[src/rtl/fgc_pkg.sv]
package fgc_pkg;

  typedef enum logic [1:0] {
    SRC_NONE = 2'd0,
    SRC_IF   = 2'd1,
    SRC_PRE  = 2'd2,
    SRC_OSC  = 2'd3
  } src_t;

  // Several codes alias onto the same physical source.
  function automatic src_t decode_src(input logic [2:0] code);
    case (code)
      3'd1, 3'd7: decode_src = SRC_IF;
      3'd2, 3'd3: decode_src = SRC_PRE;
      3'd4, 3'd5: decode_src = SRC_OSC;
      default:    decode_src = SRC_NONE;
    endcase
  endfunction

  // Gate length in milliseconds per 2-bit code.
  function automatic int unsigned gate_ms(input logic [1:0] code);
    case (code)
      2'd0:    gate_ms = 4;
      2'd1:    gate_ms = 8;
      2'd2:    gate_ms = 32;
      default: gate_ms = 64;
    endcase
  endfunction

endpackage

[src/rtl/fgc_src_select.sv]
module fgc_src_select #(
  parameter int SYNC_STAGES = 2
) (
  input  logic       clk,
  input  logic       rst,
  input  logic       load,
  input  logic [2:0] src_code,
  input  logic       sig_if,
  input  logic       sig_pre,
  input  logic       sig_osc,
  output logic       rise
);
  import fgc_pkg::*;

  localparam int CHAIN = SYNC_STAGES + 1;

  src_t          src_q;
  logic          picked;
  logic [CHAIN-1:0] chain_q;
  logic          rise_q;

  // source captured when a window opens
  always_ff @(posedge clk) begin
    if (rst)       src_q <= SRC_NONE;
    else if (load) src_q <= decode_src(src_code);
  end

  always_comb begin
    case (src_q)
      SRC_IF:  picked = sig_if;
      SRC_PRE: picked = sig_pre;
      SRC_OSC: picked = sig_osc;
      default: picked = 1'b0;
    endcase
  end

  // synchronizer stages plus one history stage for edge detection
  genvar g;
  generate
    for (g = 0; g < CHAIN; g++) begin : g_stage
      if (g == 0) begin : g_first
        always_ff @(posedge clk) begin
          if (rst) chain_q[0] <= 1'b0;
          else     chain_q[0] <= picked;
        end
      end else begin : g_next
        always_ff @(posedge clk) begin
          if (rst) chain_q[g] <= 1'b0;
          else     chain_q[g] <= chain_q[g-1];
        end
      end
    end
  endgenerate

  always_ff @(posedge clk) begin
    if (rst) rise_q <= 1'b0;
    else     rise_q <= chain_q[CHAIN-2] & ~chain_q[CHAIN-1];
  end

  assign rise = rise_q;

endmodule

[src/rtl/fgc_gate_timer.sv]
module fgc_gate_timer #(
  parameter int CYC_PER_MS = 50000
) (
  input  logic       clk,
  input  logic       rst,
  input  logic       load,
  input  logic [1:0] gate_code,
  input  logic       run,
  output logic       last
);
  import fgc_pkg::*;

  localparam int MAX_CYC = 64 * CYC_PER_MS;
  localparam int TW      = $clog2(MAX_CYC + 1);

  logic [TW-1:0] term_q;
  logic [TW-1:0] cnt_q;

  always_ff @(posedge clk) begin
    if (rst) begin
      term_q <= '0;
      cnt_q  <= '0;
    end else if (load) begin
      term_q <= TW'(gate_ms(gate_code) * CYC_PER_MS - 1);
      cnt_q  <= '0;
    end else if (run) begin
      cnt_q  <= cnt_q + 1'b1;
    end
  end

  assign last = run && (cnt_q == term_q);

endmodule

[src/rtl/fgc_accum.sv]
module fgc_accum #(
  parameter int CNT_W = 16
) (
  input  logic             clk,
  input  logic             rst,
  input  logic             clear,
  input  logic             inc,
  output logic [CNT_W-1:0] value
);
  logic [CNT_W-1:0] acc_q;

  // saturating edge accumulator
  always_ff @(posedge clk) begin
    if (rst)                       acc_q <= '0;
    else if (clear)                acc_q <= '0;
    else if (inc && (acc_q != '1)) acc_q <= acc_q + 1'b1;
  end

  assign value = acc_q;

endmodule

[src/rtl/freq_gate_counter.sv]
module freq_gate_counter #(
  parameter int CYC_PER_MS  = 50000,
  parameter int BYTE_W      = 8,
  parameter int SYNC_STAGES = 2
) (
  input  logic              clk,
  input  logic              rst,
  input  logic              cnt_en,
  input  logic [2:0]        src_sel,
  input  logic [1:0]        gate_sel,
  input  logic              start_wr,
  input  logic              sig_if,
  input  logic              sig_pre,
  input  logic              sig_osc,
  output logic              start_bit,
  output logic              busy,
  output logic              done,
  output logic [BYTE_W-1:0] res_hi,
  output logic [BYTE_W-1:0] res_lo
);
  localparam int CNT_W = 2 * BYTE_W;

  logic             start_q, busy_q, done_q;
  logic [CNT_W-1:0] res_q;
  logic             launch, last, rise, close;
  logic [CNT_W-1:0] acc;

  assign launch = start_q && cnt_en;
  assign close  = busy_q && cnt_en && last;

  fgc_src_select #(.SYNC_STAGES(SYNC_STAGES)) u_src (
    .clk(clk), .rst(rst), .load(launch), .src_code(src_sel),
    .sig_if(sig_if), .sig_pre(sig_pre), .sig_osc(sig_osc), .rise(rise)
  );

  fgc_gate_timer #(.CYC_PER_MS(CYC_PER_MS)) u_gate (
    .clk(clk), .rst(rst), .load(launch), .gate_code(gate_sel),
    .run(busy_q), .last(last)
  );

  fgc_accum #(.CNT_W(CNT_W)) u_acc (
    .clk(clk), .rst(rst), .clear(launch), .inc(rise && busy_q), .value(acc)
  );

  // start bit: set by a host write when idle and enabled, cleared next cycle
  always_ff @(posedge clk) begin
    if (rst)                                start_q <= 1'b0;
    else if (start_q)                       start_q <= 1'b0;
    else if (start_wr && !busy_q && cnt_en) start_q <= 1'b1;
  end

  always_ff @(posedge clk) begin
    if (rst) begin
      busy_q <= 1'b0;
      done_q <= 1'b0;
      res_q  <= '0;
    end else if (launch) begin
      busy_q <= 1'b1;
      done_q <= 1'b0;
    end else if (busy_q && !cnt_en) begin
      busy_q <= 1'b0;
    end else if (close) begin
      busy_q <= 1'b0;
      done_q <= 1'b1;
      res_q  <= acc;
    end
  end

  assign start_bit = start_q;
  assign busy      = busy_q;
  assign done      = done_q;
  assign res_hi    = res_q[CNT_W-1:BYTE_W];
  assign res_lo    = res_q[BYTE_W-1:0];

endmodule

[config.mk]
export PLATFORM = sky130hd
export DESIGN_NAME = freq_gate_counter
export DESIGN_NICKNAME = d
export VERILOG_FILES = /design/src/rtl/fgc_pkg.sv /design/src/rtl/fgc_src_select.sv /design/src/rtl/fgc_gate_timer.sv /design/src/rtl/fgc_accum.sv /design/src/rtl/freq_gate_counter.sv
export SDC_FILE = /design/constraint.sdc
export NUM_CORES = 1
export LEC_CHECK = 0
export BUFFER_PORTS_ARGS = -buffer_cell sky130_fd_sc_hd__buf_2
export CAP_MARGIN = 5
export CORE_MARGIN = 3
export CORE_UTILIZATION = 45
export CTS_CLUSTER_DIAMETER = 50
export DETAILED_ROUTE_END_ITERATION = 8
export PLACE_DENSITY_LB_ADDON = 0.1
export SLEW_MARGIN = 20
export SYNTH_ARGS = -nofsm -noshare
export SYNTH_HDL_FRONTEND = slang
export SYNTH_SLANG_ARGS = --single-unit
export TNS_END_PERCENT = 50
[constraint.sdc]
create_clock -name clk -period 6 [get_ports clk]
set_clock_uncertainty 0.15 [all_clocks]
set_input_delay 0.6 -clock clk [delete_from_list [all_inputs] [get_ports clk]]
set_output_delay 0.6 -clock clk [all_outputs]
set_load 0.01 [all_outputs]
## Word-level counts from Yosys, hierarchy flattened

Cells that the tools add are included.

| storage, ports and cells | value |
|---|---|
| flip-flop bits (word level) | 85 |
| input port bits | 12 |
| word-level logic and storage cells | 62 |

| cells by class | value |
|---|---|
| $add $sub $neg | 3 |
| $mul | 1 |
| equality and inequality tests | 13 |
| muxes and demuxes | 9 |
| bitwise operators | 4 |
| reductions and logical operators | 20 |

Operators by type and width:

| cell | count |
|---|---|
| two-way mux 32 bit | 2 |
| multiplier 32 x 12 -> 18 bit (second input constant) | 1 |
| adder 22 x 1 -> 22 bit (second input constant) | 1 |
| equality test 22 bit | 1 |
| subtractor 22 x 1 -> 22 bit (second input constant) | 1 |
| one-hot mux 7 bit (3 select lines) | 1 |
| adder 16 x 1 -> 16 bit (second input constant) | 1 |
| != test 16 bit (second input constant) | 1 |
| OR reduction 2 bit | 5 |
| equality test 3 bit (second input constant) | 3 |
| logical AND 1 bit | 9 |
| equality test 2 bit (second input constant) | 3 |
| equality test 3 x 2 -> 1 bit (second input constant) | 2 |
| one-hot mux 2 bit (3 select lines) | 1 |
| equality test 2 x 1 -> 1 bit (second input constant) | 2 |
| two-way mux 1 bit | 4 |
| equality test 3 x 1 -> 1 bit (second input constant) | 1 |
| NOT 1 bit | 3 |
| one-hot mux 1 bit (3 select lines) | 1 |
| AND reduction 3 bit | 1 |
| nonzero test 3 bit | 1 |
| zero test 1 bit | 2 |
| zero test 2 bit | 1 |
| AND reduction 2 bit | 1 |
| bitwise AND 1 bit | 1 |

## Depth between registers and ports, before layout

| logic depth | value |
|---|---|
| depth after elaboration | 6 |
| depth in mapped cells | 12 |

## Cells and area by module

Synthesis repeated with hierarchy kept, for this count alone.

| second synthesis, totals | value |
|---|---|
| cells, all modules | 440 |
| area, all modules | 4042.6 sq um |

By module, submodules not included:

| module | instances | cells an instance | area each (sq um) | sequential area each (sq um) |
|---|---|---|---|---|
| fgc_gate_timer | 1 | 235 | 2048.2 | 720.7 |
| fgc_accum | 1 | 102 | 917.1 | 320.3 |
| freq_gate_counter | 1 | 82 | 848.3 | 380.4 |
| fgc_src_select | 1 | 21 | 229.0 | 120.1 |

## Worst setup path before layout

Ideal clock, no wire load.

| timing path | value |
|---|---|
| path kind | input to register |
| start | input gate_sel[1] |
| end | register u_gate.term_q[20] |
| library setup time | 128 ps |
| arrival | 2763 ps |
| data required time | 5722 ps |
| setup slack | 2959 ps |
| stages | 12 |
| buffers on the path | 0 |
| cell sequence | inv_1 ha_1 inv_1 ha_1 and2_1 ha_1 ha_1 a221o_1 a221o_1 o2111ai_1 xor2_1 o21ai_0 |

| on the way | value |
|---|---|
| cells in the longest elaborated chain, start to end | 6 |
| elaborated cells on any way between the ends | 8 |
| those cells by class | add/sub (1); mul (1); eq/ne (2); mux (3); reduce/logical (1) |

RTL lines:

| element | line | RTL |
|---|---|---|
| start, declared | freq_gate_counter.sv:10 | `input logic [1:0] gate_sel,` |
| equality test 2 bit, or another cell as far along | fgc_pkg.sv:22 | `case (code)` |
| one-hot mux 7 bit (3 select lines) (*) | fgc_pkg.sv:22 |  |
| two-way mux 32 bit (*) | fgc_gate_timer.sv:23 | `end else if (load) begin` |
| two-way mux 32 bit (*) | fgc_gate_timer.sv:20 | `if (rst) begin` |
| multiplier 32 x 12 -> 18 bit (*) | fgc_gate_timer.sv:24 | `term_q <= TW'(gate_ms(gate_code) * CYC_PER_MS - 1);` |
| subtractor 22 x 1 -> 22 bit (*) | fgc_gate_timer.sv:24 |  |
| end signal, assigned | fgc_gate_timer.sv:24 |  |
| end, declared | fgc_gate_timer.sv:16 | `logic [TW-1:0] term_q;` |

Every way passes the cells marked *; elsewhere a longest branch is shown, timed or not. The select of a mux whose other input is x is not followed.
A chain may end at the register's enable or synchronous reset.

## Worst setup path after layout

Ends and elaborated chain as after synthesis.

==> flow_metrics.py <==
metrics = {
    "synth": {
        "synth_top_area_share_pct": 40.5,
        "synth_cells": 426,
        "synth_area_leader_cell": "dfxtp_1",
        "synth_area_mm2": 0.00380,
        "synth_edf_count": 0,
        "synth-main-ff-cell": "dfxtp_1",
        "yosysSeqAreaShare_pct": 40.5,
        "synth.area.top_cells": "dfxtp_1, ha_1, xnor2_1",
        "synthArstFlopShare_pct": 0,
        "synthDistinctLibCells": 52,
        "synth_fp_nets": 456,
        "synth-seq-cells": 77,
        "synth_warnings": 0,
        "synth.avg_cell_area_um2": 8.93,
    },
    "final_layout": {
        "fillers": 750,
        "multiInputGateArea_mm2": 0.00210,
        "layout_commonest_cell": "dfxtp_1",
        "layout_common_cells": "dfxtp_1, nor2_1, buf_2",
        "final_util_pct": 52.3,
        "nets": 477,
        "diodes": 0,
        "fin_area_mm2": 0.00417,
        "area_growth_pct": 9.60,
        "area.sequential_mm2": 0.00154,
        "drive_gt1_share_pct": 13.9,
    },
    "sta": {
        "period_needed_ns": 3.05,
        "tightestPinTransition_ns": 1.03,
        "fin_tns_setup_ns": 0,
        "hold_viol": 0,
        "maxSlewViolCount": 0,
        "fin_crit_sh_pct": 50.8,
        "max_slew_margin_pct": 31.2,
        "fmax_mhz": 328,
        "finalSetupViolCount": 0,
        "rsz0062_at_grt": "no",
    },
    "pwr": {
        "p_per_area_mw_per_mm2": 229,
        "power_frac_comb_pct": 6.4,
        "irDropWorstVdd_v": 0.000116,
        "clkPwrFrac_pct": 39.3,
        "p_seq_share_pct": 54.3,
        "power_leakage_nw": 1.56,
        "switching_share_pct": 23.8,
        "internal_power_mw": 0.727,
        "power_switching_mw": 0.227,
    },
    "clock_network": {
        "post_cts_buffers": 0,
        "holdBufCountCts": 0,
        "worstSkewPairLatency_ns": 0.35,
        "numCtsBuffers": 9,
        "cts.sinks": 77,
        "cts_tree": "yes",
        "cts-root-buf": "clkbuf_8",
        "clock_path_buffers": 2,
        "cts_max_level": 3,
        "clk_pin_slew_ns": 0.07,
        "cts_resized": 0,
    },
    "detailed_routing": {
        "wl_per_cell_um": 15.0,
        "drt_wl_total_um": 8330,
        "viasPerCell": 5.61,
        "antenna_left": 0,
        "first_iter_violations": 119,
        "dr.pass1.iters": 7,
        "drc_errors": 0,
        "vias": 3106,
    },
    "place": {
        "place_congestion": 0.841,
        "place_area_mm2": 0.00399,
        "port_buffers": 30,
        "hpwl_um": 5770,
    },
    "worst_setup_path": {
        "arrival_ns": 3.12,
        "slowest_stage": "ha_1",
        "crit_family": "adder cells",
        "cp_max_fo": 5,
        "cp-end-kind": "register",
        "cp_common_cell": "ha_1",
        "cpPeakStageDelay_ns": 0.33,
        "path_class": "in2reg",
        "crit_buf_inv": 3,
        "cp_data_required_time_ns": 6.07,
        "crit_chain": "buf_2 -> inv_1 -> ha_1 -> inv_1 -> ha_1 -> and2_1 -> ha_1 -> ha_1 -> a221o_1 -> a221o_1 -> o2111ai_1 -> xor2_1 -> o21ai_0",
        "critPathLaunchType": "primary input",
    },
    "global_route": {
        "grt-ovfl-total": 0,
        "grt_start_max_net_pins": 38,
        "grt_pass1_wl_um": 14400,
        "antenna_found_initial": 0,
        "grt_util_all_layers_pct": 18.2,
        "grt_pass1_vias": 2891,
    },
    "floorplan": {
        "io_pins": 31,
        "die-area_mm2": 0.00959,
        "die_w_um": 98.0,
        "die_h_um": 98.0,
        "fp.coreArea_mm2": 0.00797,
        "initial_utilization_pct": 47.8,
        "row_count": 32,
    },
    "worst_hold_path": {
        "worstHoldPathType": "reg2reg",
    },
    "run_status": {
        "status": "complete, no violations",
    },
    "job": {
        "drv_cap": 0,
    },
}
-- flip-flops by register name, indices dropped and copies added, names as in the netlist --
name           cells
u_src.rise         1
u_src.chain_q      3
u_gate.cnt_q      22
res_q             16
u_gate.term_q     14
busy               1
done               1
start_bit          1
u_acc.value       16
u_src.src_q        2
-- layout make-up --
class                      instances  area share [%]
clock buffer                      12            3.24
clock inverter                     4            1.17
inverter                           9           0.810
multi-input combinational        316            50.4
sequential                        77            37.0
tap                              102            3.06
timing repair buffer              34            4.32
-- path summary, 6_finish.rpt --
check                         from                end  slack, ns  cells after the start
setup / recovery       gate_sel[1]  u_gate.term_q[20]       2.95                     13
hold / removal    u_src.chain_q[2]         u_src.rise       0.24                      1
setup reg to reg              busy           res_q[5]       3.28                      5
hold reg to reg   u_src.chain_q[2]         u_src.rise       0.24                      1
-- metal layers --
metal / vias to the layer above / wire, µm / global-route usage (%)
met4: 0 / 91 / 5.96
li1: 1580 / - / -
met2: 65 / 3390 / 25.3
met5: - / 0 / 0
met3: 9 / 362 / 3.64
met1: 1452 / 4480 / 27.7
-- logic make-up after synthesis --
logic type,share of synthesized area (%)
simple gates,22.7
compound gates,15.4
flops,40.5
xor+xnor,10.1
buf+inv,4.21
fa+ha+maj,6.18
mux,0.822
-- worst register-to-register path, stage by stage (launching register included) --
cell	delay [ns]
dfxtp_1	0.71
nand2_1	0.10
or4_4	0.44
or3_1	0.73
o31ai_1	0.37
a21oi_1	0.10
-- synth_stat cells (2+ instances only) --
| cell type | number |
|---|---|
| nor4_1 | 5 |
| inv_1 | 9 |
| clkbuf_1 | 15 |
| nand2_1 | 29 |
| o21ai_1 | 2 |
| or2_2 | 4 |
| a311oi_1 | 2 |
| and3_1 | 2 |
| a31oi_1 | 2 |
| ha_1 | 18 |
| nor3_1 | 8 |
| mux2i_1 | 2 |
| nand3b_1 | 2 |
| buf_6 | 2 |
| a221o_1 | 2 |
| and4_1 | 7 |
| nand4_1 | 28 |
| a211oi_1 | 2 |
| and2_1 | 4 |
| o21ai_0 | 15 |
| or3_1 | 7 |
| o31ai_1 | 7 |
| o31ai_2 | 9 |
| a22oi_1 | 2 |
| a21o_1 | 2 |
| nand3_1 | 17 |
| dfxtp_1 | 77 |
| buf_1 | 2 |
| xor2_1 | 20 |
| nor2b_1 | 3 |
| xnor2_1 | 24 |
| a22o_1 | 4 |
| nor2_1 | 43 |
| a21oi_1 | 26 |
| buf_2 | 4 |
| o21a_1 | 3 |
-- metrics by stage --
| stage | power, mW | cells | worst slack, ns | hold WS [ns] |
|---|---|---|---|---|
| after floorplan | 0.572 | 426 | 2.96 | 0.217 |
| after global placement | 0.589 | 538 | 2.70 | 0.222 |
| after detailed placement | 0.591 | 538 | 2.59 | 0.229 |
| after CTS | 0.965 | 554 | 2.96 | 0.240 |
| after global routing | 0.998 | 554 | 2.80 | 0.245 |
| final | 0.954 | 554 | 2.95 | 0.238 |
-- power groups by stage --
stage / Sequential (mW) / Combinational [mW] / Clock (mW)
final: 0.518 / 0.0609 / 0.375
after global placement: 0.529 / 0.0597 / 0
after detailed placement: 0.530 / 0.0614 / 0
after CTS: 0.517 / 0.0613 / 0.386
after floorplan: 0.528 / 0.0434 / 0
after global routing: 0.518 / 0.0685 / 0.411
No activity file was read; power rests on OpenSTA's default activity.
